**src/rtl/irq_pkg.sv**
```systemverilog
package irq_pkg;
  typedef enum logic [3:0] {
    ST_IDLE,
    ST_SEL,
    ST_LDLY,
    ST_PSW,
    ST_PC,
    ST_VRD,
    ST_VLD,
    ST_POP_PC,
    ST_POP_PSW
  } seq_state_e;

  // status word layout, decoded again on return
  localparam int unsigned PSW_IE_BIT  = 0;
  localparam int unsigned PSW_ISP_BIT = 1;
endpackage

```
**src/rtl/irq_flag_bank.sv**
```systemverilog
module irq_flag_bank #(
  parameter int unsigned N_SRC = 8
) (
  input  logic             clk_i,
  input  logic             rst_ni,
  input  logic [N_SRC-1:0] req_i,
  input  logic [N_SRC-1:0] ack_i,
  input  logic             mask_we_i,
  input  logic [N_SRC-1:0] mask_wdata_i,
  input  logic             prio_we_i,
  input  logic [N_SRC-1:0] prio_wdata_i,
  output logic [N_SRC-1:0] req_o,
  output logic [N_SRC-1:0] mask_o,
  output logic [N_SRC-1:0] prio_o
);
  logic [N_SRC-1:0] req_q;
  logic [N_SRC-1:0] mask_q;
  logic [N_SRC-1:0] prio_q;

  for (genvar g = 0; g < N_SRC; g++) begin : g_src
    // a fresh pulse beats the acknowledge clear
    always_ff @(posedge clk_i or negedge rst_ni) begin
      if (!rst_ni) begin
        req_q[g] <= 1'b0;
      end else if (req_i[g]) begin
        req_q[g] <= 1'b1;
      end else if (ack_i[g]) begin
        req_q[g] <= 1'b0;
      end
    end
  end

  always_ff @(posedge clk_i or negedge rst_ni) begin
    if (!rst_ni) begin
      mask_q <= '1;
      prio_q <= '1;
    end else begin
      if (mask_we_i) mask_q <= mask_wdata_i;
      if (prio_we_i) prio_q <= prio_wdata_i;
    end
  end

  assign req_o  = req_q;
  assign mask_o = mask_q;
  assign prio_o = prio_q;
endmodule

```
**src/rtl/irq_arbiter.sv**
```systemverilog
module irq_arbiter #(
  parameter int unsigned N_SRC = 8,
  localparam int unsigned IDX_W = (N_SRC > 1) ? $clog2(N_SRC) : 1
) (
  input  logic [N_SRC-1:0] req_i,
  input  logic [N_SRC-1:0] mask_i,
  input  logic [N_SRC-1:0] prio_i,
  input  logic             isp_i,
  output logic             win_valid_o,
  output logic [IDX_W-1:0] win_idx_o,
  output logic             win_prio_o
);
  logic [N_SRC-1:0] cand;
  logic [N_SRC-1:0] elig;
  logic [N_SRC-1:0] hi_set;
  logic [N_SRC-1:0] lo_set;
  logic [N_SRC-1:0] pick;

  assign cand   = req_i & ~mask_i;
  assign elig   = isp_i ? cand : (cand & ~prio_i);
  assign hi_set = elig & ~prio_i;
  assign lo_set = elig & prio_i;
  assign pick   = (|hi_set) ? hi_set : lo_set;

  always_comb begin
    win_idx_o = '0;
    for (int i = N_SRC - 1; i >= 0; i--) begin
      if (pick[i]) win_idx_o = IDX_W'(i);
    end
  end

  assign win_valid_o = |pick;
  assign win_prio_o  = ~(|hi_set);
endmodule

```
**src/rtl/irq_seq.sv**
```systemverilog
module irq_seq
  import irq_pkg::*;
#(
  parameter int unsigned N_SRC      = 8,
  parameter int unsigned PC_W       = 16,
  parameter logic [PC_W-1:0] VEC_BASE = 'h40,
  parameter int unsigned VEC_STRIDE = 4,
  localparam int unsigned IDX_W = (N_SRC > 1) ? $clog2(N_SRC) : 1
) (
  input  logic             clk_i,
  input  logic             rst_ni,
  input  logic             boundary_i,
  input  logic             reti_i,
  input  logic [PC_W-1:0]  pc_i,
  input  logic             ie_we_i,
  input  logic             ie_wdata_i,
  input  logic             win_valid_i,
  input  logic [IDX_W-1:0] win_idx_i,
  input  logic             win_prio_i,
  input  logic [PC_W-1:0]  stack_rdata_i,
  output logic [N_SRC-1:0] ack_o,
  output logic             stack_we_o,
  output logic             stack_re_o,
  output logic [PC_W-1:0]  stack_wdata_o,
  output logic             pc_load_o,
  output logic [PC_W-1:0]  pc_load_addr_o,
  output logic             ie_o,
  output logic             isp_o,
  output logic             busy_o
);
  seq_state_e       state_q, state_d;
  logic [IDX_W-1:0] idx_q;
  logic             sel_prio_q;
  logic [PC_W-1:0]  pc_q;
  logic [PC_W-1:0]  vec_q;
  logic             ie_q;
  logic             isp_q;
  logic             accept;
  logic [PC_W-1:0]  psw_w;
  logic [PC_W-1:0]  vec_w;

  assign accept = boundary_i & ie_q & win_valid_i & ~reti_i;
  assign vec_w  = VEC_BASE + PC_W'(idx_q) * PC_W'(VEC_STRIDE);

  always_comb begin
    psw_w              = '0;
    psw_w[PSW_IE_BIT]  = ie_q;
    psw_w[PSW_ISP_BIT] = isp_q;
  end

  always_comb begin
    state_d = state_q;
    unique case (state_q)
      ST_IDLE: begin
        if (reti_i)      state_d = ST_POP_PC;
        else if (accept) state_d = ST_SEL;
      end
      ST_SEL:     state_d = sel_prio_q ? ST_LDLY : ST_PSW;
      ST_LDLY:    state_d = ST_PSW;
      ST_PSW:     state_d = ST_PC;
      ST_PC:      state_d = ST_VRD;
      ST_VRD:     state_d = ST_VLD;
      ST_VLD:     state_d = ST_IDLE;
      ST_POP_PC:  state_d = ST_POP_PSW;
      ST_POP_PSW: state_d = ST_IDLE;
      default:    state_d = ST_IDLE;
    endcase
  end

  always_ff @(posedge clk_i or negedge rst_ni) begin
    if (!rst_ni) begin
      state_q    <= ST_IDLE;
      idx_q      <= '0;
      sel_prio_q <= 1'b0;
      pc_q       <= '0;
      vec_q      <= '0;
      ie_q       <= 1'b0;
      isp_q      <= 1'b1;
    end else begin
      state_q <= state_d;
      if (state_q == ST_IDLE && accept) begin
        idx_q      <= win_idx_i;
        sel_prio_q <= win_prio_i;
        pc_q       <= pc_i;
      end
      if (state_q == ST_VRD) vec_q <= vec_w;
      if (state_q == ST_PC) begin
        ie_q  <= 1'b0;
        isp_q <= sel_prio_q;
      end else if (state_q == ST_POP_PSW) begin
        ie_q  <= stack_rdata_i[PSW_IE_BIT];
        isp_q <= stack_rdata_i[PSW_ISP_BIT];
      end else if (ie_we_i) begin
        ie_q <= ie_wdata_i;
      end
    end
  end

  assign ack_o      = (state_q == ST_SEL) ? (N_SRC'(1) << idx_q) : '0;
  assign stack_we_o = (state_q == ST_PSW) || (state_q == ST_PC);
  assign stack_re_o = (state_q == ST_POP_PC) || (state_q == ST_POP_PSW);
  assign pc_load_o  = (state_q == ST_VLD) || (state_q == ST_POP_PC);

  always_comb begin
    stack_wdata_o = '0;
    if (state_q == ST_PSW)     stack_wdata_o = psw_w;
    else if (state_q == ST_PC) stack_wdata_o = pc_q;
  end

  always_comb begin
    pc_load_addr_o = '0;
    if (state_q == ST_VLD)         pc_load_addr_o = vec_q;
    else if (state_q == ST_POP_PC) pc_load_addr_o = stack_rdata_i;
  end

  assign ie_o   = ie_q;
  assign isp_o  = isp_q;
  assign busy_o = (state_q != ST_IDLE);
endmodule

```
**src/rtl/irq_accept_ctrl.sv**
```systemverilog
module irq_accept_ctrl #(
  parameter int unsigned N_SRC      = 8,
  parameter int unsigned PC_W       = 16,
  parameter logic [PC_W-1:0] VEC_BASE = 'h40,
  parameter int unsigned VEC_STRIDE = 4
) (
  input  logic             clk_i,
  input  logic             rst_ni,
  input  logic [N_SRC-1:0] req_i,
  input  logic             mask_we_i,
  input  logic [N_SRC-1:0] mask_wdata_i,
  input  logic             prio_we_i,
  input  logic [N_SRC-1:0] prio_wdata_i,
  input  logic             ie_we_i,
  input  logic             ie_wdata_i,
  input  logic             boundary_i,
  input  logic             reti_i,
  input  logic [PC_W-1:0]  pc_i,
  input  logic [PC_W-1:0]  stack_rdata_i,
  output logic [N_SRC-1:0] ack_o,
  output logic             stack_we_o,
  output logic             stack_re_o,
  output logic [PC_W-1:0]  stack_wdata_o,
  output logic             pc_load_o,
  output logic [PC_W-1:0]  pc_load_addr_o,
  output logic             ie_o,
  output logic             isp_o,
  output logic             busy_o
);
  localparam int unsigned IDX_W = (N_SRC > 1) ? $clog2(N_SRC) : 1;

  logic [N_SRC-1:0] req_q;
  logic [N_SRC-1:0] mask_q;
  logic [N_SRC-1:0] prio_q;
  logic             win_valid;
  logic [IDX_W-1:0] win_idx;
  logic             win_prio;

  irq_flag_bank #(.N_SRC(N_SRC)) u_flags (
    .clk_i        (clk_i),
    .rst_ni       (rst_ni),
    .req_i        (req_i),
    .ack_i        (ack_o),
    .mask_we_i    (mask_we_i),
    .mask_wdata_i (mask_wdata_i),
    .prio_we_i    (prio_we_i),
    .prio_wdata_i (prio_wdata_i),
    .req_o        (req_q),
    .mask_o       (mask_q),
    .prio_o       (prio_q)
  );

  irq_arbiter #(.N_SRC(N_SRC)) u_arb (
    .req_i       (req_q),
    .mask_i      (mask_q),
    .prio_i      (prio_q),
    .isp_i       (isp_o),
    .win_valid_o (win_valid),
    .win_idx_o   (win_idx),
    .win_prio_o  (win_prio)
  );

  irq_seq #(
    .N_SRC      (N_SRC),
    .PC_W       (PC_W),
    .VEC_BASE   (VEC_BASE),
    .VEC_STRIDE (VEC_STRIDE)
  ) u_seq (
    .clk_i          (clk_i),
    .rst_ni         (rst_ni),
    .boundary_i     (boundary_i),
    .reti_i         (reti_i),
    .pc_i           (pc_i),
    .ie_we_i        (ie_we_i),
    .ie_wdata_i     (ie_wdata_i),
    .win_valid_i    (win_valid),
    .win_idx_i      (win_idx),
    .win_prio_i     (win_prio),
    .stack_rdata_i  (stack_rdata_i),
    .ack_o          (ack_o),
    .stack_we_o     (stack_we_o),
    .stack_re_o     (stack_re_o),
    .stack_wdata_o  (stack_wdata_o),
    .pc_load_o      (pc_load_o),
    .pc_load_addr_o (pc_load_addr_o),
    .ie_o           (ie_o),
    .isp_o          (isp_o),
    .busy_o         (busy_o)
  );
endmodule

```
**config.mk**
```make
export PLATFORM = sky130hd
export DESIGN_NAME = irq_accept_ctrl
export DESIGN_NICKNAME = d
export VERILOG_FILES = /design/src/rtl/irq_pkg.sv /design/src/rtl/irq_flag_bank.sv /design/src/rtl/irq_arbiter.sv /design/src/rtl/irq_seq.sv /design/src/rtl/irq_accept_ctrl.sv
export SDC_FILE = /design/constraint.sdc
export NUM_CORES = 1
export LEC_CHECK = 0
export BUFFER_PORTS_ARGS = -buffer_cell sky130_fd_sc_hd__buf_2
export CAP_MARGIN = 20
export CORE_MARGIN = 2
export CORE_UTILIZATION = 48
export DETAILED_ROUTE_END_ITERATION = 6
export GPL_TIMING_DRIVEN = 0
export HOLD_SLACK_MARGIN = 0.1
export PLACE_DENSITY = 0.82
export RECOVER_POWER = 100
export SETUP_SLACK_MARGIN = 0.2
export SKIP_CTS_REPAIR_TIMING = 1
export SLEW_MARGIN = 10
export SYNTH_ARGS = -nofsm -noshare
export SYNTH_HDL_FRONTEND = slang
export SYNTH_SLANG_ARGS = --single-unit
```
**constraint.sdc**
```tcl
create_clock -name clk_i -period 5.1 [get_ports clk_i]
set_input_delay 0.765 -clock clk_i [delete_from_list [all_inputs] [get_ports clk_i]]
set_output_delay 0.765 -clock clk_i [all_outputs]
set_load 0.05 [all_outputs]
```
-- Word level (Yosys, flattened, before mapping)
Cells that the tools add are included.
- ROM bits: 0
- bits in latches: 0
- bits in writable memories: 0
- bits in registers: 66
- output and inout port bits: 46
- memories: 0
- input bits: 64
- logic and storage cells: 97
- div/mod/pow operators: 0
- add/subtract/negate cells: 1
- bitwise logic cells: 11
- reduce and logical (&&, ||, !) cells: 18
- order comparisons: 0
- mux-type cells: 40
- multipliers: 0
- shift-type cells: 1
- eq/ne operators: 9
- operators by type and width (operator ; number):
    $mux 16 ; 4
    $and 8x8->8 ; 4
    $pmux 4 s7 ; 1
    $mux 3 ; 8
    $mux 8 ; 3
    $mux 1 ; 22
    $reduce_bool 2->1 ; 9
    $eq 4x3->1 const B ; 4
    $not 8->8 ; 2
    $reduce_or 8->1 ; 2
    $add 7x5->8 const A ; 1
    $eq 4x2->1 const B ; 2
    $mux 4 ; 2
    $shl 1x3->8 const A ; 1
    $eq 4x1->1 const B ; 1
    $eq 4x4->1 const B ; 1
    $logic_not 4->1 ; 1
    $reduce_bool 4->1 ; 1
    $and 1x1->1 ; 3
    $logic_or 1x1->1 ; 3
    $ne 3x2->1 const B ; 1
    $reduce_bool 3->1 ; 1
    $not 1->1 ; 2
    $logic_and 1x1->1 ; 1

-- Longest topological paths before layout
- word-level depth: 15
- mapped depth: 9
- depth with buffers taken out: 6

-- Hierarchy
A second synthesis with hierarchy kept.
- cell total of the unflattened synthesis: 268
- area, all modules: 2967.8 um^2
- modules (own cells, without submodules) (module ; instances ; seq. area each (um^2) ; area an instance (um^2) ; cells each):
    irq_seq ; 1 ; 752.0 ; 1629.1 ; 154
    irq_flag_bank ; 1 ; 620.6 ; 973.4 ; 58
    irq_arbiter ; 1 ; 0.0 ; 365.4 ; 56

-- Least setup slack after synthesis
OpenSTA, ideal clock, no wires.
- path kind: register -> output
- from: register u_seq.state_q[1]
- to: output port ack_o[4]
- stages on the path, launching flop included: 7
- slack: 2.204 ns
- path buffers: 1
- data required time: 4.335 ns
- data arrival time: 2.131 ns
- path through: dfrtp_1 clkbuf_1 inv_1 nand2_1 nor3_1 nand2_1 nor3_1
- word-level cells in the longest chain between the ends: 2
- ends and longest elaborated chain (item ; RTL line ; source):
    start: declaration ; irq_seq.sv:31 ; seq_state_e state_q, state_d;
    start signal: assignment ; irq_seq.sv:80 ; state_q <= state_d;
    $eq 4x1->1 ; irq_seq.sv:99 ; assign ack_o = (state_q == ST_SEL) ? (N_SRC'(1) << idx_q) : '0;
    $mux 8 ; irq_seq.sv:99 ;
    end: declaration ; irq_accept_ctrl.sv:20 ; output logic [N_SRC-1:0] ack_o,
No other way between the ends.

-- Worst setup path after layout
- from: register u_flags.prio_q[7] (netlist: u_flags.prio_o[7])
- to: register u_seq.pc_q[1]
- word-level cells in the longest chain between the ends: 10
- elaborated cells on any way between the ends: 11
- those cells by class: mux (2); bitwise (6); reduce/logical (3)
- ends and longest elaborated chain (item ; RTL line ; source):
    start: declaration ; irq_flag_bank.sv:18 ; logic [N_SRC-1:0] prio_q;
    start signal: assignment ; irq_flag_bank.sv:39 ; if (prio_we_i) prio_q <= prio_wdata_i;
    $not 8->8 ; irq_arbiter.sv:20, irq_arbiter.sv:21 ;
    $and 8x8->8 ; irq_arbiter.sv:20 ; assign elig = isp_i ? cand : (cand & ~prio_i);
    $mux 8 ; irq_arbiter.sv:20 ;
    $and 8x8->8 ; irq_arbiter.sv:21 ; assign hi_set = elig & ~prio_i;
    $reduce_or 8->1 ; irq_arbiter.sv:23 ; assign pick = (|hi_set) ? hi_set : lo_set;
    $mux 8 (*) ; irq_arbiter.sv:23 ;
    $reduce_or 8->1 (*) ; irq_arbiter.sv:32 ; assign win_valid_o = |pick;
    $and 1x1->1 (*) (2 in a row) ; irq_seq.sv:42 ; assign accept = boundary_i & ie_q & win_valid_i & ~reti_i;
    $logic_and 1x1->1 (*) ; irq_seq.sv:81 ; if (state_q == ST_IDLE && accept) begin
    end signal: assignment ; irq_seq.sv:84 ; pc_q <= pc_i;
    end: declaration ; irq_seq.sv:34 ; logic [PC_W-1:0] pc_q;
Every way passes the cells marked *; elsewhere a longest branch is shown, timed or not.
A chain may end at the register's enable or synchronous reset.

==> results.ini <==
[outcome]
status = finished, final reports clean

[routing]
wire_per_inst_um = 14.5
ant_nets = 0
vias = 2386
drtIter0Drc = 77
drtPass1Iterations = 4
drc = 0
routed_via_density = 5.29
finalWirelength_mm = 6.52

[pwr]
swShare = 0.459
seqPwrFrac = 0.389
ir_drop_mv = 0.271
power_density_mw_per_mm2 = 485
p_sw_mw = 0.780
intPower_mw = 0.921
finalPower_mw = 1.70
power_frac_comb = 0.470
leakage_nw = 1.54
pwr-share-clk = 0.141

[yosys]
syn_area_mm2 = 0.00288
synth_cell_types = 44
synth_area_per_cell_um2 = 11.1
async_flop_share = 1.00
yosysSeqAreaShare = 0.476
syn-instance-count = 260
ys.warnings.count = 0
synth_edf_count = 0
ys.flop_type = dfrtp_1
synth_seq_cells = 54
synth_nets = 324

[clock_network]
cts_tree = yes
cts_made_buffers = 5
cts_max_level = 2
clkSinkCount = 54
clkSlewWorstSetupHoldPaths_ns = 0.10
cts_buffer_depth = 2
cts_root_buf = clkbuf_8
insertion_delay_ns = 0.31

[global_routing]
grt_usage = 0.197
first_global_vias = 2221
grt_max_degree = 29
antenna_found_initial = 0
overflow = 0
grt_pass1_wl_mm = 10.0

[hold_path]
hold_path.class = reg2reg
min_from = u_seq.pc_q[11]

[setup_path]
start_kind = flip-flop
path_class = reg2reg
path_cells = nor3b_1, nor4_1, a41oi_1, o2111ai_1, o31a_1, clkbuf_1, buf_8, mux2_4
reg2reg_slack_ns = 1.15
crit_family = simple AND/OR/NAND/NOR gates
cp_slowest_cell = nor4_1
crit_path_end = u_seq.pc_q[1]
rr_startpoint = u_flags.prio_o[7]
rr_worst_depth = 8
endpoint_kind = flip-flop
crit_start = u_flags.prio_o[7]
reg2reg_to = u_seq.pc_q[1]
path_depth = 8
path_buf_inv = 2
crit_fanout = 10
crit_arrival_ns = 4.16
worstPathRequired_ns = 5.30
cpPeakStageDelay_ns = 1.20

[timing]
drv_slew = 0
fmax_mhz = 253
slew_headroom = 0.0255
worst_pin_slew_ns = 1.46
rsz0062_at_grt = false
skew_ns = 0.0105
fin_crit_ns = 3.95
setup-violations-final = 0
fin_crit_sh = 0.775
hold_viol_final = 0
fin_tns_setup_ns = 0

[placement]
hpwl_mm = 5.13
gp_congestion = 0.861
port_buffers = 107

[job]
cap_violations = 0

[floorplanning]
die-height_um = 81.5
die_x_um = 81.5
rows = 28
initial_utilization = 0.493
dieArea_mm2 = 0.00664
core-area_mm2 = 0.00585
pin_count = 110

[final_layout]
drive_gt1_frac = 0.322
antenna_cells = 0
area_growth_pct = 21.6
nNetsFinal = 439

-- area by class of cell --
type | instances | area (um^2)
plain buffers | 11 | 52.6
clock buffers | 5 | 68.8
clock inverters | 3 | 21.3
fillers | 547 | 2340
inverters | 9 | 33.8
multi-input cells | 186 | 1380
flip-flops and latches | 54 | 1370
well taps | 75 | 93.8
repair buffers | 108 | 480
-- Yosys cell counts (3+ instances only) --
| master | count | area [um^2] |
|---|---|---|
| a21oi_1 | 7 | 35.0 |
| a22o_1 | 4 | 35.0 |
| a31oi_1 | 5 | 31.3 |
| and2_1 | 26 | 163 |
| clkbuf_1 | 9 | 33.8 |
| dfrtp_1 | 37 | 926 |
| dfstp_2 | 17 | 447 |
| inv_1 | 9 | 33.8 |
| mux2_1 | 9 | 101 |
| mux2_2 | 17 | 191 |
| mux2_4 | 7 | 105 |
| nand2_1 | 11 | 41.3 |
| nand2b_1 | 9 | 56.3 |
| nor2_1 | 24 | 90.1 |
| nor3_1 | 8 | 40.0 |
| nor3b_1 | 3 | 22.5 |
| nor3b_2 | 7 | 87.6 |
| o21ai_0 | 12 | 60.1 |
| o21bai_1 | 3 | 22.5 |
| o311ai_0 | 3 | 26.3 |
-- cell families (layout without fill, tap and decap cells) --
group | Yosys count | count (layout) | synth area share
mux | 35 | 35 | 0.145
simple gates | 101 | 101 | 0.218
buf+inv | 20 | 136 | 0.0325
compound gates | 50 | 50 | 0.128
flops | 54 | 54 | 0.476
-- worst min path at each step --
stage / end / slack, ns / cells past startpoint
after global routing: u_seq.pc_q[11] / 0.50 / 1
after global placement: u_seq.pc_q[10] / 0.46 / 1
after CTS: u_flags.req_o[1] / 0.46 / 1
after detailed placement: u_seq.vec_q[6] / 0.46 / 1
after floorplan: u_seq.vec_q[6] / 0.44 / 1
final: u_seq.pc_q[11] / 0.49 / 1
-- flip-flops by register name, summed over array words and instances, names as in the netlist, 3 cells and up --
signal	flops
u_flags.mask_o	8
u_flags.prio_o	8
u_flags.req_o	8
u_seq.idx_q	3
u_seq.pc_q	16
u_seq.state_q	4
u_seq.vec_q	4
-- placed cells by master, fill, tap and decap left out, types with 3 or more instances in the layout --
cell,instances
a21oi_1,7
a22o_1,4
a31oi_1,5
and2_1,26
buf_2,60
clkbuf_1,58
clkbuf_8,5
dfrtp_1,37
dfstp_2,15
inv_1,9
mux2_1,9
mux2_2,17
mux2_4,7
nand2_1,11
nand2b_1,9
nor2_1,24
nor3_1,8
nor3b_1,4
nor3b_2,6
o21ai_0,12
o21bai_1,3
o311ai_0,3
-- power groups by stage --
stage                     Combinational (mW)  Clock (mW)  Sequential [mW]
after floorplan                        0.629           0            0.660
after global placement                 0.808           0            0.663
after detailed placement               0.830           0            0.674
after CTS                              0.832       0.249            0.665
after global routing                   0.866       0.264            0.679
final                                  0.800       0.240            0.662
-- per-stage QoR --
stage	setup WS [ns]	cell area, um^2	util	hold slack (ns)	cells
4_1_cts	2.05	3620	0.619	0.465	451
3_5_place_dp	2.39	3530	0.604	0.464	443
2_1_floorplan	2.20	2880	-	0.441	260
6_report	1.15	3510	0.599	0.485	451
5_1_grt	0.921	3510	0.599	0.498	451
3_3_place_gp	2.48	3510	0.600	0.462	442
-- routing by layer --
layer | routed length (um) | track usage | share of wire
met5 | 0 | 0 | 0
met4 | 98 | 0.0610 | 0.015
met3 | 338 | 0.0308 | 0.052
met2 | 3330 | 0.351 | 0.51
met1 | 2750 | 0.245 | 0.42
Note: power is estimated with default switching activity, not from simulation.
